### src/rtl/disp_pos_pkg.sv
package disp_pos_pkg;
  localparam int NUM_DIRS = 4;

  typedef enum logic [1:0] {
    DIR_UP    = 2'd0,
    DIR_DOWN  = 2'd1,
    DIR_LEFT  = 2'd2,
    DIR_RIGHT = 2'd3
  } dir_e;
endpackage

### src/rtl/btn_release_qual.sv
module btn_release_qual #(
  parameter int SYNC_STAGES = 2,
  parameter int MIN_LOW_CYC = 4
) (
  input  logic clk,
  input  logic rst_n,
  input  logic btn_n,
  output logic release_p
);
  localparam int CW = $clog2(MIN_LOW_CYC + 1);
  localparam logic [CW-1:0] CNT_MAX = CW'(MIN_LOW_CYC);

  logic [SYNC_STAGES-1:0] sync_q;
  logic                   lvl_d;
  logic [CW-1:0]          low_cnt;
  logic                   lvl;

  assign lvl = sync_q[SYNC_STAGES-1];

  // Synchronizer stages reset to the idle (high) level.
  always_ff @(posedge clk or negedge rst_n) begin
    if (!rst_n) begin
      sync_q <= '1;
      lvl_d  <= 1'b1;
    end else begin
      sync_q <= {sync_q[SYNC_STAGES-2:0], btn_n};
      lvl_d  <= lvl;
    end
  end

  // Count the cycles of the low phase; the count stops at the threshold.
  always_ff @(posedge clk or negedge rst_n) begin
    if (!rst_n) begin
      low_cnt <= '0;
    end else if (lvl) begin
      low_cnt <= '0;
    end else if (low_cnt != CNT_MAX) begin
      low_cnt <= low_cnt + 1'b1;
    end
  end

  // A release counts only after a low phase of at least MIN_LOW_CYC cycles.
  assign release_p = lvl && !lvl_d && (low_cnt >= CNT_MAX);


  single_pulse_chk: assert property (@(posedge clk) disable iff (!rst_n)
    release_p |=> !release_p);


  release_needs_high_chk: assert property (@(posedge clk) disable iff (!rst_n)
    release_p |=> lvl_d);
endmodule

### src/rtl/pos_axis.sv
module pos_axis #(
  parameter int W    = 10,
  parameter int STEP = 4,
  parameter int LO   = -42,
  parameter int HI   = 42,
  parameter int INIT = 0
) (
  input  logic                clk,
  input  logic                rst_n,
  input  logic                inc,
  input  logic                dec,
  output logic signed [W-1:0] pos
);
  localparam int XW = W + 2;
  localparam logic signed [XW-1:0] STEP_X = XW'(STEP);
  localparam logic signed [XW-1:0] LO_X   = XW'(LO);
  localparam logic signed [XW-1:0] HI_X   = XW'(HI);
  localparam logic signed [W-1:0]  LO_W   = W'(LO);
  localparam logic signed [W-1:0]  HI_W   = W'(HI);
  localparam logic signed [W-1:0]  INIT_W = W'(INIT);

  logic signed [XW-1:0] pos_x, up_x, dn_x;
  logic signed [W-1:0]  nxt;

  // Work in a wider signed format so the limit compare cannot overflow.
  always_comb begin
    pos_x = XW'(pos);
    up_x  = pos_x + STEP_X;
    dn_x  = pos_x - STEP_X;
    nxt   = pos;
    if (inc && !dec) begin
      nxt = (up_x > HI_X) ? HI_W : W'(up_x);
    end else if (dec && !inc) begin
      nxt = (dn_x < LO_X) ? LO_W : W'(dn_x);
    end
  end

  always_ff @(posedge clk or negedge rst_n) begin
    if (!rst_n) pos <= INIT_W;
    else        pos <= nxt;
  end


  conflict_hold_chk: assert property (@(posedge clk) disable iff (!rst_n)
    (inc && dec) |=> $stable(pos));


  idle_hold_chk: assert property (@(posedge clk) disable iff (!rst_n)
    (!inc && !dec) |=> $stable(pos));


  range_chk: assert property (@(posedge clk) disable iff (!rst_n)
    (pos >= LO_W) && (pos <= HI_W));


  inc_dir_chk: assert property (@(posedge clk) disable iff (!rst_n)
    (inc && !dec) |=> (pos >= $past(pos)));


  dec_dir_chk: assert property (@(posedge clk) disable iff (!rst_n)
    (dec && !inc) |=> (pos <= $past(pos)));
endmodule

### src/rtl/disp_pos_ctrl.sv
module disp_pos_ctrl
  import disp_pos_pkg::*;
#(
  parameter int OFS_W       = 10,
  parameter int STEP        = 4,
  parameter int SYNC_STAGES = 2,
  parameter int MIN_LOW_CYC = 4,
  parameter int H_MIN       = -42,
  parameter int H_MAX       = 42,
  parameter int V_MIN       = -30,
  parameter int V_MAX       = 30,
  parameter int H_INIT      = 0,
  parameter int V_INIT      = 0
) (
  input  logic                    clk,
  input  logic                    rst_n,
  input  logic                    btn_up_n,
  input  logic                    btn_down_n,
  input  logic                    btn_left_n,
  input  logic                    btn_right_n,
  output logic signed [OFS_W-1:0] h_ofs,
  output logic signed [OFS_W-1:0] v_ofs
);
  logic [NUM_DIRS-1:0] btn_vec;
  logic [NUM_DIRS-1:0] rel;

  assign btn_vec[DIR_UP]    = btn_up_n;
  assign btn_vec[DIR_DOWN]  = btn_down_n;
  assign btn_vec[DIR_LEFT]  = btn_left_n;
  assign btn_vec[DIR_RIGHT] = btn_right_n;

  for (genvar i = 0; i < NUM_DIRS; i++) begin : g_btn
    btn_release_qual #(
      .SYNC_STAGES(SYNC_STAGES),
      .MIN_LOW_CYC(MIN_LOW_CYC)
    ) u_qual (
      .clk      (clk),
      .rst_n    (rst_n),
      .btn_n    (btn_vec[i]),
      .release_p(rel[i])
    );
  end

  pos_axis #(
    .W(OFS_W), .STEP(STEP), .LO(H_MIN), .HI(H_MAX), .INIT(H_INIT)
  ) u_h_axis (
    .clk  (clk),
    .rst_n(rst_n),
    .inc  (rel[DIR_RIGHT]),
    .dec  (rel[DIR_LEFT]),
    .pos  (h_ofs)
  );

  pos_axis #(
    .W(OFS_W), .STEP(STEP), .LO(V_MIN), .HI(V_MAX), .INIT(V_INIT)
  ) u_v_axis (
    .clk  (clk),
    .rst_n(rst_n),
    .inc  (rel[DIR_DOWN]),
    .dec  (rel[DIR_UP]),
    .pos  (v_ofs)
  );


  cross_axis_chk: assert property (@(posedge clk) disable iff (!rst_n)
    (rel[DIR_RIGHT] && !rel[DIR_LEFT] && rel[DIR_DOWN] && !rel[DIR_UP])
      |=> (h_ofs != $past(h_ofs) || $past(h_ofs) == OFS_W'(H_MAX))
       && (v_ofs != $past(v_ofs) || $past(v_ofs) == OFS_W'(V_MAX)));
endmodule

### config.mk
export PLATFORM = sky130hd
export DESIGN_NAME = disp_pos_ctrl
export DESIGN_NICKNAME = d
export VERILOG_FILES = /design/src/rtl/disp_pos_pkg.sv /design/src/rtl/btn_release_qual.sv /design/src/rtl/pos_axis.sv /design/src/rtl/disp_pos_ctrl.sv
export SDC_FILE = /design/constraint.sdc
export NUM_CORES = 1
export LEC_CHECK = 0
export BUFFER_PORTS_ARGS = -buffer_cell sky130_fd_sc_hd__buf_2
export CELL_PAD_IN_SITES_DETAIL_PLACEMENT = 1
export CELL_PAD_IN_SITES_GLOBAL_PLACEMENT = 2
export CORE_MARGIN = 2
export CORE_UTILIZATION = 25
export DETAILED_ROUTE_END_ITERATION = 8
export PLACE_DENSITY = 0.66
export SYNTH_ARGS = -nofsm -noshare
export SYNTH_HDL_FRONTEND = slang
export SYNTH_SLANG_ARGS = --single-unit
### constraint.sdc
create_clock -name clk -period 2.2 [get_ports clk]
set_input_delay 0.44 -clock clk [delete_from_list [all_inputs] [get_ports clk]]
set_output_delay 0.44 -clock clk [all_outputs]
set_load 0.005 [all_outputs]
# Yosys cells after proc, flatten, opt, wreduce, memory -nomap -nowiden
# Index checks and enable logic that the tools add are counted.
# totals
word_cells,76
regBits,44
input_bits,6
out_inout_bits,20
# op_classes
n_mux,16
addsub,8
n_eq_ne,4
order_cmp,8
n_reduce_logical,26
# op_table
op,count
$mux W10,8
$mux W3,8
$add A10 B4 Y11 const B,2
$sub A10 B4 Y11 const B,2
$add A3 B1 Y3 const B,4
$ge A3 B3 Y1 const B,4
$gt A12 B6 Y1 const B,1
$gt A12 B7 Y1 const B,1
$logic_and A1 B1 Y1,12
$lt A12 B6 Y1 const B,1
$lt A12 B7 Y1 const B,1
$ne A3 B3 Y1 const B,4
$reduce_bool A2 Y1,6
$logic_not A1 Y1,8

# Longest topological paths before layout
# depth
depth_word,7
ltp_mapped,9
mapped_depth_nobuf,8

# Cells and area by module
# Synthesis repeated with hierarchy kept, for this count alone.
# hier_totals
hier_cells,373
area_unflattened_um2,3219.3
# modules_own_cells
mod,n_inst,cells_per_inst,seq_area_each_um2,area_each_um2
pos_axis at u_h_axis,1,153,225.2,1132.3
pos_axis at u_v_axis,1,139,225.2,1062.3
btn_release_qual at g_btn[1].u_qual ...,3,20,153.9,256.5
btn_release_qual at g_btn[0].u_qual,1,21,153.9,255.2

# Worst setup path before layout
# OpenSTA, ideal clock, no wires.
# synth_path
kind,register to register
from,reg u_v_axis.pos[2]
to,reg u_v_axis.pos[7]
required_ns,2.079
path_stages_with_launch,10
t_arrival_ns,2.103
n_path_buf,1
setup_ns,0.121
synth_period_minus_slack_ns,2.224
setup_slack_ns,-0.024
path_cell_list,dfrtp_1 inv_1 ha_1 nor2b_1 clkbuf_1 a31oi_1 a41oi_1 a221oi_4 a21oi_1 o22a_1
# synth_between
elab_chain_cells,5
word_cells_on_any_way,8
classes_between,add/sub (2); order compare (2); mux (4)
# synth_rtl
item,line,text
"start, declared",pos_axis.sv:12,output logic signed [W-1:0] pos
"start signal, assigned",pos_axis.sv:40,else pos <= nxt;
$sub A10 B4 Y11,pos_axis.sv:29,dn_x = pos_x - STEP_X;
$lt A12 B6 Y1,pos_axis.sv:34,nxt = (dn_x < LO_X) ? LO_W : W'(dn_x);
$mux W10,pos_axis.sv:34,
$mux W10,pos_axis.sv:33,end else if (dec && !inc) begin
$mux W10 *,pos_axis.sv:31,if (inc && !dec) begin
# Mark *: on every way between the ends. The rest lies on a longest branch, timed or not. The select of a mux whose other input is x is not followed.
# A chain may end at the register's enable or synchronous reset.

# Final worst setup path
# Ends and elaborated chain as after synthesis.

==> out/metrics.cfg <==
[finish]
syn_to_final_growth_pct=34.7
fin_cells=554
layout.nets=434
final.fill_count=1368
antenna_cells=0
post-route-util_pct=34.5
drive_above_1_share_pct=37.0

[critical_path]
ff2ff_setup_slack_ps=40
required_ps=2370
max_stage_delay_ps=430
worst_path_max_delay_cell=dfrtp_2
crit_chain=buf_6 -> ha_4 -> a21boi_4 -> buf_6 -> nor4_4 -> a221oi_4 -> a221oi_4 -> buf_6 -> a21oi_2 -> o22a_1
crit_fanout=4
cp_common_cell=buf_6
worst-setup-path-type=register to register
crit_path_start_kind=register
path_delay_family=compound AO/OA/AOI/OAI gates
critPathArrivalTime_ps=2330
cp_num_buf_inv=3
ff2ff_path_depth=10
cp.depth=10
critPathCaptureType=register

[synth]
synth_top_area_share_pct=25.7
seq_area_frac_synth_pct=36.5
postSynthCellCount=337
synth-edff-count=0
async_flop_share_pct=100
syn_area_per_cell_um2=8.67
netlist_top_cells_count=nand2_1 (33), dfrtp_1 (30), nor2_1 (28)
yosys_register_bits=42
synth_area_mm2=0.00292
synthFlopType=dfrtp_1
synthTopCellsByArea=dfrtp_1 (26%), dfstp_2 (11%), ha_1 (7.7%)
synth_area_leader_cell=dfrtp_1
ys_warn_count=0
yosysMostFrequentCell=nand2_1
ys_types=61

[die]
num_rows=39
die_x_um=112
io_pins=26
dieArea_mm2=0.0126
die_h_um=112
start_util_pct=25.6
core_mm2=0.0114

[clocking]
cts_sinks=42
holdBufCountCts=0
cts_max_level=2
cts_buffer_depth=2
clk_root_buffer_cell=clkbuf_16
cts_tree=done
clk_latency_ps=280
cts_made_buffers=5
path_clk_slew_ps=60

[grt]
antenna_found_initial=0
grt_max_degree=23
grt.overflow.total=0
grt_pass1_vias=2780
grt_use_total_pct=13.9
grt_pass1_wl_mm=14.2

[drt]
viasPerCell=4.85
wl_per_cell_um=15.8
ant_nets=0
drt_iter0_markers=143
routed_wl_mm=8.74
firstDrtPassIters=4
vias=2685
drc=0

[sta]
finClkSkew_ps=4.63
setup_viol=0
rsz0062_at_grt=true
maxSlewViolCount=0
final.period_utilization_pct=98.1
period_needed_ps=2160
fmax_ghz=0.463
finalHoldViolations=0

[power]
ir_worst_vdd_mv=0.446
power_density_mw_per_mm2=1290
leakage_nw=1.66

[placed_design]
gp_congestion=0.800
port_buffers=23
dp_hpwl_mm=6.45
dp.cells=536

[status]
status=complete, no violations

[min_path]
hold_class=input port to async pin

[flow_run]
drv_cap=0

-- final cells by class --
cell class | instances | area [um^2] | area share, %
well taps | 143 | 179 | 4.55
repair buffers | 86 | 603 | 15.3
inverters | 23 | 86.3 | 2.19
multi-input cells | 252 | 1850 | 47.0
clock buffers | 5 | 125 | 3.18
flip-flops and latches | 42 | 1070 | 27.1
clock inverters | 3 | 23.8 | 0.604
-- metrics by stage --
| stage | power, W | cell area, um^2 | worst slack (ps) | setup TNS, ps | hold WS (ps) |
|---|---|---|---|---|---|
| floorplan | 0.00275 | 2930 | 42.4 | 0 | 144 |
| global placement | 0.00381 | 3490 | -161 | -303 | 346 |
| detailed placement | 0.00381 | 3490 | -169 | -335 | 347 |
| CTS | 0.00466 | 3680 | -11.4 | -33.5 | 130 |
| global route | 0.00547 | 3940 | -61.4 | -212 | 143 |
| finish | 0.00508 | 3940 | 40.8 | 0 | 110 |
-- path summary, 6_finish.rpt --
check / from / to
min reg2reg: g_btn[1].u_qual.sync_q[0] / g_btn[1].u_qual.sync_q[1]
max: u_v_axis.pos[2] / u_v_axis.pos[7]
min: rst_n / u_h_axis.pos[1]
max in group asynchronous: rst_n / g_btn[0].u_qual.sync_q[1]
min in group clk: btn_right_n / g_btn[3].u_qual.sync_q[0]
max reg2reg: u_v_axis.pos[2] / u_v_axis.pos[7]
-- routing by layer --
metal	GRT usage, %	vias up	part of all wire [%]
li1	-	1332	-
met1	19.9	1310	50
met2	21.8	38	47
met3	2.81	5	3.0
met4	3.01	0	0.47
met5	0	-	0
-- layout by cell type (no fill, tap or decap), types with 4 or more instances in the layout --
cell and n:
a31oi_1 5, buf_6 4, nand2_1 32, nand3_1 15, o211ai_1 6, nor3_1 10
xnor2_1 14, dfstp_2 12, o21ai_1 6, ha_2 4, nor2_1 27, dfrtp_1 28
nand2b_1 4, ha_1 13, buf_4 59, o21ai_0 14, a21oi_1 20, buf_2 23
inv_1 20, clkbuf_16 5
-- timing repair --
| item | in CTS | in global routing |
|---|---|---|
| pin swaps | 2 | 18 |
| setup endpoints to repair | 7 | 15 |
| endpoints found under the hold margin | 0 | 0 |
| setup buffers | 1 | 9 |
| gates resized for setup | 6 | 44 |
-- flip-flops by register name, indices dropped and copies added, names as in the netlist --
signal / count
u_h_axis.pos: 9
g_btn.u_qual.low_cnt: 12
g_btn.u_qual.sync_q: 8
u_v_axis.pos: 9
g_btn.u_qual.lvl_d: 4
-- cells by family after synthesis --
group	synth area share, %
and+or+nand+nor	20.6
AOI/OAI and AO/OA	22.4
buffers and inverters	7.24
DFF	36.5
adders and majority gates	7.71
xor gates and xnor gates	5.10
other	0.128
muxes	0.385
-- power breakdown --
group	switching, W	leakage (nW)	internal, W
combinational	0.00164	1.09	0.00147
sequential	0.000245	0.501	0.000973
clock	0.000325	0.0664	0.000425
total	0.00221	1.66	0.00287
No activity file was read; power rests on OpenSTA's default activity.
